$ cat config.mk
export PLATFORM = sky130hd
export DESIGN_NAME = lockable_page_mem
export DESIGN_NICKNAME = d
export VERILOG_FILES = /design/src/rtl/lpm_pkg.sv /design/src/rtl/lpm_page_buf.sv /design/src/rtl/lpm_lock_ctrl.sv /design/src/rtl/lpm_prog_timer.sv /design/src/rtl/lockable_page_mem.sv
export SDC_FILE = /design/constraint.sdc
export NUM_CORES = 1
export LEC_CHECK = 0
export BUFFER_PORTS_ARGS = -buffer_cell sky130_fd_sc_hd__buf_2
export CAP_MARGIN = 20
export CORE_UTILIZATION = 44
export CTS_CLUSTER_SIZE = 24
export DETAILED_ROUTE_END_ITERATION = 6
export SLEW_MARGIN = 20
export SYNTH_ARGS = -nofsm -noshare
export SYNTH_HDL_FRONTEND = slang
export SYNTH_SLANG_ARGS = --single-unit
$ cat constraint.sdc
create_clock -name clk_i -period 2.65 [get_ports clk_i]
set_clock_uncertainty 0.05 [all_clocks]
set_input_delay 0.265 -clock clk_i [delete_from_list [all_inputs] [get_ports clk_i]]
set_output_delay 0.265 -clock clk_i [all_outputs]
set_load 0.005 [all_outputs]
$ cat src/rtl/lpm_pkg.sv
package lpm_pkg;
  typedef logic [7:0] byte_t;
endpackage

$ cat src/rtl/lpm_page_buf.sv
module lpm_page_buf
  import lpm_pkg::*;
#(
  parameter int PAGE_BYTES = 16,
  parameter int PAGE_IDX_W = 3,
  localparam int OFF_W = $clog2(PAGE_BYTES)
) (
  input  logic                        clk_i,
  input  logic                        rst_ni,
  input  logic                        wr_i,
  input  logic [PAGE_IDX_W-1:0]       page_i,
  input  logic [OFF_W-1:0]            off_i,
  input  byte_t                       wdata_i,
  input  logic                        clear_i,
  input  logic                        hold_i,
  output logic [PAGE_BYTES-1:0]       valid_o,
  output logic [PAGE_BYTES-1:0][7:0]  data_o,
  output logic [PAGE_IDX_W-1:0]       tag_o,
  output logic                        any_o
);
  logic [PAGE_BYTES-1:0]      valid_q;
  logic [PAGE_BYTES-1:0][7:0] data_q;
  logic [PAGE_IDX_W-1:0]      tag_q;
  logic                       accept;

  assign any_o  = |valid_q;
  // first staged byte fixes the page; later bytes must match it
  assign accept = wr_i && (!any_o || page_i == tag_q);

  always_ff @(posedge clk_i or negedge rst_ni) begin
    if (!rst_ni) begin
      valid_q <= '0;
      data_q  <= '0;
      tag_q   <= '0;
    end else if (clear_i) begin
      valid_q <= '0;
    end else if (accept) begin
      valid_q[off_i] <= 1'b1;
      data_q[off_i]  <= wdata_i;
      if (!any_o) tag_q <= page_i;
    end
  end

  assign valid_o = valid_q;
  assign data_o  = data_q;
  assign tag_o   = tag_q;

  p_clear_empties_r9: assert property (@(posedge clk_i) disable iff (!rst_ni)
    clear_i |=> (valid_q == '0));
  p_hold_blocks_r6: assert property (@(posedge clk_i) disable iff (!rst_ni)
    (hold_i && !clear_i) |=> $stable(valid_q));
  p_tag_stable_r5: assert property (@(posedge clk_i) disable iff (!rst_ni)
    any_o |=> (!any_o || $stable(tag_q)));
endmodule

$ cat src/rtl/lpm_lock_ctrl.sv
module lpm_lock_ctrl #(
  parameter int N_REGIONS = 2
) (
  input  logic                 clk_i,
  input  logic                 rst_ni,
  input  logic                 wr_i,
  input  logic [N_REGIONS-1:0] wdata_i,
  output logic [N_REGIONS-1:0] lock_o
);
  logic [N_REGIONS-1:0] lock_q;

  always_ff @(posedge clk_i or negedge rst_ni) begin
    if (!rst_ni)   lock_q <= '0;
    else if (wr_i) lock_q <= wdata_i;
  end

  assign lock_o = lock_q;

  p_lock_only_by_write_r7: assert property (@(posedge clk_i) disable iff (!rst_ni)
    !wr_i |=> $stable(lock_o));
endmodule

$ cat src/rtl/lpm_prog_timer.sv
module lpm_prog_timer #(
  parameter int PROG_CYCLES = 8,
  localparam int CNT_W = $clog2(PROG_CYCLES + 1)
) (
  input  logic clk_i,
  input  logic rst_ni,
  input  logic start_i,
  output logic busy_o,
  output logic done_o
);
  logic [CNT_W-1:0] cnt_q;

  always_ff @(posedge clk_i or negedge rst_ni) begin
    if (!rst_ni)                cnt_q <= '0;
    else if (start_i && !busy_o) cnt_q <= CNT_W'(PROG_CYCLES);
    else if (busy_o)             cnt_q <= cnt_q - 1'b1;
  end

  assign busy_o = (cnt_q != '0);
  assign done_o = (cnt_q == CNT_W'(1));

  p_busy_runs_r3: assert property (@(posedge clk_i) disable iff (!rst_ni)
    (busy_o && !done_o) |=> busy_o);
  p_done_ends_r3: assert property (@(posedge clk_i) disable iff (!rst_ni)
    done_o |=> !busy_o);
  p_start_raises_r3: assert property (@(posedge clk_i) disable iff (!rst_ni)
    (start_i && !busy_o) |=> busy_o);
endmodule

$ cat src/rtl/lockable_page_mem.sv
module lockable_page_mem
  import lpm_pkg::*;
#(
  parameter int MEM_BYTES    = 96,
  parameter int REGION_BYTES = 48,
  parameter int PAGE_BYTES   = 16,
  parameter int PROG_CYCLES  = 8,
  parameter int ADDR_W       = 8,
  parameter logic [ADDR_W-1:0] LOCK_ADDR = 8'h70
) (
  input  logic              clk_i,
  input  logic              rst_ni,
  input  logic [ADDR_W-1:0] addr_i,
  input  byte_t             wdata_i,
  input  logic              wr_i,
  input  logic [ADDR_W-1:0] raddr_i,
  output byte_t             rdata_o,
  input  logic              commit_i,
  output logic              busy_o,
  output logic              wp_err_o
);
  localparam int N_REGIONS        = MEM_BYTES / REGION_BYTES;
  localparam int PAGES            = MEM_BYTES / PAGE_BYTES;
  localparam int PAGES_PER_REGION = REGION_BYTES / PAGE_BYTES;
  localparam int OFF_W            = $clog2(PAGE_BYTES);
  localparam int PAGE_IDX_W       = (PAGES > 1) ? $clog2(PAGES) : 1;
  localparam int MEM_IDX_W        = $clog2(MEM_BYTES);

  logic                        in_mem, is_lock, wr_ok, commit_ok;
  logic                        busy, prog_done, prog_start, prot_hit, locked;
  logic [PAGE_BYTES-1:0]       buf_valid;
  logic [PAGE_BYTES-1:0][7:0]  buf_data;
  logic [PAGE_IDX_W-1:0]       buf_tag, addr_page;
  logic                        buf_any;
  logic [N_REGIONS-1:0]        lock_q;
  logic                        err_q;
  byte_t                       mem_q [MEM_BYTES];

  assign in_mem    = (addr_i < ADDR_W'(MEM_BYTES));
  assign is_lock   = (addr_i == LOCK_ADDR);
  assign wr_ok     = wr_i && !busy && !commit_i;
  assign commit_ok = commit_i && !busy;
  assign addr_page = PAGE_IDX_W'(addr_i >> OFF_W);

  lpm_page_buf #(
    .PAGE_BYTES (PAGE_BYTES),
    .PAGE_IDX_W (PAGE_IDX_W)
  ) u_buf (
    .clk_i   (clk_i),
    .rst_ni  (rst_ni),
    .wr_i    (wr_ok && in_mem),
    .page_i  (addr_page),
    .off_i   (addr_i[OFF_W-1:0]),
    .wdata_i (wdata_i),
    .clear_i (prot_hit || prog_done),
    .hold_i  (busy),
    .valid_o (buf_valid),
    .data_o  (buf_data),
    .tag_o   (buf_tag),
    .any_o   (buf_any)
  );

  lpm_lock_ctrl #(
    .N_REGIONS (N_REGIONS)
  ) u_lock (
    .clk_i   (clk_i),
    .rst_ni  (rst_ni),
    .wr_i    (wr_ok && is_lock),
    .wdata_i (wdata_i[N_REGIONS-1:0]),
    .lock_o  (lock_q)
  );

  // pages never straddle a region boundary
  always_comb begin
    locked = 1'b0;
    for (int r = 0; r < N_REGIONS; r++)
      if (int'(buf_tag) / PAGES_PER_REGION == r) locked = lock_q[r];
  end

  assign prog_start = commit_ok && buf_any && !locked;
  assign prot_hit   = commit_ok && buf_any && locked;

  lpm_prog_timer #(
    .PROG_CYCLES (PROG_CYCLES)
  ) u_timer (
    .clk_i   (clk_i),
    .rst_ni  (rst_ni),
    .start_i (prog_start),
    .busy_o  (busy),
    .done_o  (prog_done)
  );

  always_ff @(posedge clk_i or negedge rst_ni) begin
    if (!rst_ni)       err_q <= 1'b0;
    else if (prot_hit) err_q <= 1'b1;
  end

  for (genvar b = 0; b < MEM_BYTES; b++) begin : g_cell
    localparam int PG  = b / PAGE_BYTES;
    localparam int OFF = b % PAGE_BYTES;
    always_ff @(posedge clk_i or negedge rst_ni) begin
      if (!rst_ni)
        mem_q[b] <= '0;
      else if (prog_done && buf_tag == PAGE_IDX_W'(PG) && buf_valid[OFF])
        mem_q[b] <= buf_data[OFF];
    end
    p_hold_r2: assert property (@(posedge clk_i) disable iff (!rst_ni)
      !prog_done |=> $stable(mem_q[b]));
  end

  always_comb begin
    rdata_o = '0;
    if (raddr_i < ADDR_W'(MEM_BYTES)) rdata_o = mem_q[raddr_i[MEM_IDX_W-1:0]];
    else if (raddr_i == LOCK_ADDR)    rdata_o = {{(8-N_REGIONS){1'b0}}, lock_q};
  end

  assign busy_o   = busy;
  assign wp_err_o = err_q;

  p_locked_commit_r8: assert property (@(posedge clk_i) disable iff (!rst_ni)
    prot_hit |=> (!busy_o && wp_err_o));
  p_err_sticky_r8: assert property (@(posedge clk_i) disable iff (!rst_ni)
    wp_err_o |=> wp_err_o);
  p_empty_commit_r9: assert property (@(posedge clk_i) disable iff (!rst_ni)
    (commit_ok && !buf_any) |=> !busy_o);
endmodule

# Yosys cells after proc, flatten, opt, wreduce, memory -nomap -nowiden
# Index checks and enable logic that the tools add are counted.
word_totals:
  regBits: 922
  inputBits: 28
  output_inout_bits: 10
  elab_cells: 281
op_classes:
  addsub: 1
  n_div: 1
  n_lt_le_gt_ge: 5
  n_eq_ne: 10
  mux: 16
  bitwise: 4
  n_reduce_logical: 127
op_table:
  columns: ["op", "n"]
  rows:
  - ["128-bit bitwise mux", 1]
  - ["1-bit logical AND", 113]
  - ["8-bit binary-select mux with 7-bit select", 1]
  - ["8-bit demux with 4-bit select", 1]
  - ["4-bit by 3-bit divider with 32-bit output (second input constant)", 1]
  - ["32-bit by 2-bit == test with 1-bit output (second input constant)", 1]
  - ["32-bit zero test", 1]
  - ["16-bit 2-to-1 mux", 2]
  - ["8-bit 2-to-1 mux", 4]
  - ["8-bit by 7-bit == test with 1-bit output (second input constant)", 2]
  - ["8-bit by 7-bit less-than comparator with 1-bit output (second input constant)", 2]
  - ["16-bit bitwise OR", 1]
  - ["16-bit OR reduction", 1]
  - ["8-bit greater-or-equal comparator (second input constant)", 1]
  - ["4-bit 2-to-1 mux", 2]
  - ["7-bit NOT with 8-bit output", 1]
  - ["3-bit by 2-bit == test with 1-bit output (second input constant)", 2]
  - ["3-bit == test (second input constant)", 2]
  - ["4-bit by 5-bit less-than comparator with 1-bit output (second input constant)", 1]
  - ["1-bit demux with 4-bit select", 1]
  - ["4-bit by 1-bit == test with 1-bit output (second input constant)", 1]
  - ["4-bit by 1-bit greater-or-equal comparator with 1-bit output (second input constant)", 1]
  - ["1-bit zero test", 4]
  - ["2-bit nonzero test", 2]
  - ["other kinds (11)", 15]

# Logic depth before layout (Yosys ltp)
depth:
  ltp_word: 8
  depth_mapped: 11

# Cells and area by module
# A second synthesis with hierarchy kept.
unflattened:
  cells_unflattened: 2602
  area_unflattened_um2: 41150.7
modules_own_cells:
  columns: ["module", "instances", "cells_each", "area_per_inst_um2", "seq_area_each_um2"]
  rows:
  - ["lockable_page_mem", 1, 2198, 34937.3, 19243.5]
  - ["lpm_page_buf", 1, 376, 5895.7, 3678.5]
  - ["lpm_prog_timer", 1, 24, 245.2, 100.1]
  - ["lpm_lock_ctrl", 1, 4, 72.6, 50.0]

# Least setup slack after synthesis
# No wires, ideal clock.
synth_path:
  path_kind: "input to output"
  from: "input port raddr_i[0]"
  to: "output port rdata_o[6]"
  arrival_time_ns: 2.182
  required_time_ns: 2.335
  setup_slack_ns: 0.153
  path_stages: 9
  path_buffers: 4
  path_cell_list: "buf_4 > buf_4 > buf_2 > buf_2 > mux2i_1 > o22ai_1 > a2111oi_0 > a311oi_1 > a211o_1"
synth_between:
  elab_chain_len: 5
  word_cells_on_any_way: 6
  cone_classes: "order compare (1); mux (4); bitwise (1)"
synth_lines:
  columns: ["item", "line", "rtl"]
  rows:
  - ["start: declaration", "lockable_page_mem.sv:16", "input logic [ADDR_W-1:0] raddr_i,"]
  - ["7-bit NOT with 8-bit output (implied by the code)", "lockable_page_mem.sv:113", "if (raddr_i < ADDR_W'(MEM_BYTES)) rdata_o = mem_q[raddr_i[MEM_IDX_W-1:0]];"]
  - ["8-bit binary-select mux with 7-bit select", "lockable_page_mem.sv:113", null]
  - ["8-bit 2-to-1 mux (implied by the code) (2 in a row)", "lockable_page_mem.sv:113", null]
  - ["8-bit 2-to-1 mux *", "lockable_page_mem.sv:113", null]
  - ["end: declaration", "lockable_page_mem.sv:17", "output byte_t rdata_o,"]
# Every way passes the cells marked *; elsewhere a longest branch is shown, timed or not. The select of a mux whose other input is x is not followed.

# Worst setup path in the final report
layout_path:
  from: "register mem_q[754] (netlist name)"
  to: "output port rdata_o[2]"
layout_between:
  elab_chain_len: 4
layout_lines:
  columns: ["item", "line", "rtl"]
  rows:
  - ["start: declaration", "lockable_page_mem.sv:37", "byte_t mem_q [MEM_BYTES];"]
  - ["start signal: indexed assignment", "lockable_page_mem.sv:105", "mem_q[b] <= buf_data[OFF];"]
  - ["8-bit binary-select mux with 7-bit select", "lockable_page_mem.sv:113", null]
  - ["8-bit 2-to-1 mux (implied by the code) (2 in a row)", "lockable_page_mem.sv:113", null]
  - ["8-bit 2-to-1 mux", "lockable_page_mem.sv:113", null]
# No other way between the ends. The select of a mux whose other input is x is not followed.

==> run_summary.xml <==
<?xml version="1.0" encoding="UTF-8"?>
<metrics>
  <group name="run_status">
    <metric name="status" unit="">complete, but fails checks</metric>
    <metric name="failing_checks" unit="">setup timing</metric>
  </group>
  <group name="critical_path">
    <metric name="crit_path_top_delay_cell" unit="">sky130_fd_sc_hd__mux2i_1</metric>
    <metric name="setup.worst_path.start_class" unit="">flip-flop</metric>
    <metric name="worstPathRequired" unit="ns">2.34</metric>
    <metric name="timing.critical_path.arrival" unit="ns">2.72</metric>
    <metric name="setup.worst_path.class" unit="">reg -&gt; out</metric>
    <metric name="worst_path_largest_cell_delay" unit="ns">0.40</metric>
    <metric name="critical_path.max_fanout" unit="">2</metric>
    <metric name="path_common_cell" unit="">sky130_fd_sc_hd__o22ai_1</metric>
    <metric name="path_cells" unit="">mux2i_1 &gt; o22ai_1 &gt; a211o_1 &gt; o22ai_1 &gt; o31ai_4 &gt; buf_2</metric>
    <metric name="timing.critical_path.to_type" unit="">output port</metric>
  </group>
  <group name="global_route">
    <metric name="pin_count_of_the_biggest_net_entering_global_routing" unit="">125</metric>
    <metric name="grt_overflow" unit="">0</metric>
    <metric name="wire_length_of_the_first_global_routing_pass" unit="um">207000</metric>
    <metric name="globalRouteTotalUtil" unit="">0.3115</metric>
    <metric name="number_of_antenna_violations_at_the_first_check_in_global_routing" unit="">4</metric>
    <metric name="grt_pass1_vias" unit="">27310</metric>
  </group>
  <group name="flow_run">
    <metric name="maxCapViolCount" unit="">0</metric>
  </group>
  <group name="synthesis">
    <metric name="synth_area_leader_cell" unit="">sky130_fd_sc_hd__dfrtp_1</metric>
    <metric name="synth-compound-area-share" unit="">0.02996</metric>
    <metric name="synth_area_per_cell" unit="um2">15.45</metric>
    <metric name="synth-xor-area-share" unit="">0.0006413</metric>
    <metric name="synth_sequential_area_ratio" unit="">0.5631</metric>
    <metric name="synth_fa_ha_area_frac" unit="">0.0006108</metric>
    <metric name="postSynthCellCount" unit="">2652</metric>
    <metric name="synth_top_cells_by_area" unit="">sky130_fd_sc_hd__dfrtp_1, sky130_fd_sc_hd__mux2_2, sky130_fd_sc_hd__mux4_2</metric>
    <metric name="ys_warn_count" unit="">0</metric>
    <metric name="synthMuxAreaShare" unit="">0.3561</metric>
    <metric name="synth_simple_gate_area_share" unit="">0.03439</metric>
    <metric name="mappedNetlistArea" unit="um2">40970</metric>
    <metric name="synthArstFlopShare" unit="">1.000</metric>
    <metric name="ys_ff_latch" unit="">922</metric>
    <metric name="synth_top_family_by_area" unit="">multiplexers</metric>
    <metric name="synth_top_cell_area_share" unit="">0.5631</metric>
    <metric name="syn_nets" unit="">2682</metric>
    <metric name="synth_edf_count" unit="">0</metric>
    <metric name="post_synth_num_cell_types" unit="">67</metric>
    <metric name="yosys_most_used_dff" unit="">sky130_fd_sc_hd__dfrtp_1</metric>
  </group>
  <group name="floorplan">
    <metric name="effective_utilization_at_floorplan" unit="">0.4456</metric>
    <metric name="chipHeight" unit="um">307.1</metric>
    <metric name="fp.dieArea" unit="um2">94340</metric>
    <metric name="floorplan.die.width" unit="um">307.1</metric>
    <metric name="floorplan.rows" unit="">111</metric>
    <metric name="floorplan.core_area" unit="um2">91940</metric>
    <metric name="io_pins" unit="">38</metric>
  </group>
  <group name="sta">
    <metric name="final-hold-violation-count" unit="">0</metric>
    <metric name="worst-slew-pin-transition" unit="ns">0.8573</metric>
    <metric name="fin_ws" unit="ns">-0.3884</metric>
    <metric name="fmaxAchievable" unit="MHz">329.1</metric>
    <metric name="max_slew_margin" unit="">0.4285</metric>
    <metric name="min_period" unit="ns">3.038</metric>
    <metric name="totalNegativeSetupSlack" unit="ns">-2.849</metric>
    <metric name="finalCritPeriodShare" unit="">1.147</metric>
    <metric name="finalSetupViolCount" unit="">20</metric>
    <metric name="grt_setup_unrepaired" unit="">true</metric>
    <metric name="finalMaxSlewViolations" unit="">0</metric>
  </group>
  <group name="cells_and_area">
    <metric name="drive_above_1_share" unit="">0.5485</metric>
    <metric name="multiInputGateArea" unit="um2">17820</metric>
    <metric name="fillers" unit="">7575</metric>
    <metric name="register_area" unit="um2">23080</metric>
    <metric name="layout-area-overhead-vs-synth" unit="%">20.69</metric>
    <metric name="mostFrequentLayoutCells" unit="">sky130_fd_sc_hd__dfrtp_1, sky130_fd_sc_hd__mux2_2, sky130_fd_sc_hd__buf_4</metric>
    <metric name="layout.cells.most_common" unit="">sky130_fd_sc_hd__dfrtp_1</metric>
    <metric name="fin_nets" unit="">3033</metric>
  </group>
  <group name="clock_network">
    <metric name="cts_htree_levels" unit="">3</metric>
    <metric name="cts_made_buffers" unit="">100</metric>
    <metric name="clock_path_buffers" unit="">3</metric>
    <metric name="cts_root_buf" unit="">sky130_fd_sc_hd__clkbuf_16</metric>
    <metric name="clkLatencyLatePin" unit="ns">0.68</metric>
    <metric name="cts.sinks" unit="">922</metric>
    <metric name="cts.reportedPaths.clkPinSlew" unit="ns">0.06</metric>
    <metric name="tritoncts" unit="">yes</metric>
  </group>
  <group name="detailed_routing">
    <metric name="vias_per_cell" unit="">6.098</metric>
    <metric name="routed_wl" unit="um">146100</metric>
    <metric name="drt_drc_violations_left" unit="">0</metric>
    <metric name="route.detailed.wl_per_inst" unit="um">33.73</metric>
    <metric name="dr.pass1.iters" unit="">5</metric>
    <metric name="initialDrtViolationCount" unit="">2580</metric>
    <metric name="via_count" unit="">26420</metric>
    <metric name="route.antenna.remaining_nets" unit="">0</metric>
  </group>
  <group name="pwr">
    <metric name="worst_ir_drop_vdd" unit="V">0.0004615</metric>
    <metric name="total_power" unit="mW">31.24</metric>
    <metric name="leakage" unit="nW">24.34</metric>
    <metric name="power_per_cell_area" unit="nW/um2">631.9</metric>
  </group>
  <group name="placed_design">
    <metric name="placement.io_buffers" unit="">37</metric>
    <metric name="dp_wirelength" unit="um">103900</metric>
    <metric name="gp_congestion" unit="">1.024</metric>
  </group>
  <group name="hold_path">
    <metric name="timing.hold.worst.class" unit="">in -&gt; reg</metric>
  </group>
</metrics>
[power breakdown]
group          switching, mW  total, mW  internal (mW)
Sequential             0.432       14.7           14.3
Clock                   5.84       14.4           8.51
Combinational           1.33       2.19          0.856
Total                   7.61       31.2           23.6
[critical path, delay by kind of cell (launching register included)]
family	cells	cell delay, ns
compound gates	4	1.10
mux	1	0.40
flops	1	0.38
buf+inv	1	0.18
[kinds of logic (layout without fill, tap and decap cells)]
| kind of cell | after synthesis | in the layout |
|---|---|---|
| muxes | 1161 | 1161 |
| and+or+nand+nor | 261 | 261 |
| adders and majority gates | 2 | 2 |
| DFF | 922 | 922 |
| other | 0 | 6 |
| buffers and inverters | 131 | 562 |
| xor gates and xnor gates | 3 | 3 |
| AOI/OAI and AO/OA | 172 | 172 |
[cell type report]
class | count | share of cell area
well taps | 1243 | 0.03145
diodes | 6 | 0.0003037
clock inverters | 37 | 0.008249
inverters | 10 | 0.0007591
multi-input cells | 1599 | 0.3603
clock buffers | 145 | 0.05997
flip-flops and latches | 922 | 0.4667
repair buffers | 370 | 0.07227
[repair_timing]
item	in CTS	in global routing
endpoints found under the hold margin	490	0
buffers inserted	3	14
hold buffers	10	0
setup endpoints to repair	79	455
cloned	0	3
pin swaps	21	17
resized for setup	64	57
[through the flow]
stage | std cells | hold slack, ns | setup WS, ns | cell area [um2] | utilization
2_1_floorplan | 2652 | -0.08059 | 0.1531 | 40970 | -
3_3_place_gp | 4115 | 0.09941 | -0.3550 | 45150 | 0.4911
3_5_place_dp | 4115 | 0.09932 | -0.3810 | 45150 | 0.4911
4_1_cts | 4309 | 0.02170 | -0.4318 | 48980 | 0.5327
5_1_grt | 4326 | 0.04651 | -0.4287 | 49430 | 0.5376
6_report | 4332 | 0.07384 | -0.3884 | 49450 | 0.5378
[cells in the mapped netlist, types with 8 or more instances]
library cell / count
sky130_fd_sc_hd__mux2_2: 904
sky130_fd_sc_hd__a211oi_1: 12
sky130_fd_sc_hd__a22oi_1: 10
sky130_fd_sc_hd__a2111oi_0: 10
sky130_fd_sc_hd__inv_1: 8
sky130_fd_sc_hd__nand3_1: 8
sky130_fd_sc_hd__clkbuf_1: 53
sky130_fd_sc_hd__nand3_2: 9
sky130_fd_sc_hd__buf_4: 20
sky130_fd_sc_hd__mux4_2: 146
sky130_fd_sc_hd__buf_1: 8
sky130_fd_sc_hd__a21oi_1: 34
sky130_fd_sc_hd__a22o_1: 11
sky130_fd_sc_hd__o221ai_1: 17
sky130_fd_sc_hd__nor2_1: 42
sky130_fd_sc_hd__o21ai_0: 8
sky130_fd_sc_hd__buf_2: 39
sky130_fd_sc_hd__nand2_2: 20
sky130_fd_sc_hd__mux2i_1: 104
sky130_fd_sc_hd__dfrtp_1: 922
sky130_fd_sc_hd__nand2_1: 116
sky130_fd_sc_hd__nor2b_1: 8
sky130_fd_sc_hd__o22ai_1: 29
[path summary, 6_finish.rpt]
check / cells after the start / from / to / slack (ns)
setup / recovery: 6 / mem_q[754] / rdata_o[2] / -0.39
hold / removal: 3 / addr_i[0] / u_buf.valid_o[15] / 0.07
setup reg to reg: 11 / u_timer.cnt_q[1] / mem_q[582] / -0.03
hold reg to reg: 1 / wp_err_o / wp_err_o / 0.41
max in group asynchronous: 4 / rst_ni / u_timer.cnt_q[0] / 0.81
min in group asynchronous: 3 / rst_ni / mem_q[529] / 0.54
[metal layers]
metal  global-route usage  up-vias  routed length (um)
met3              0.06072      273               10720
met1               0.4341    14420               61620
met4               0.1312        2                7205
met5                    0        -                  12
li1                     -    10700                   -
met2               0.4771     1024               66560
[sequential cells by signal, indices dropped and copies added (netlist names)]
name / count
u_buf.valid_o: 16
wp_err_o: 1
u_timer.cnt_q: 4
u_lock.lock_o: 2
u_buf.data_o: 128
u_buf.tag_o: 3
mem_q: 768
Power figures use the tool's default switching activity.
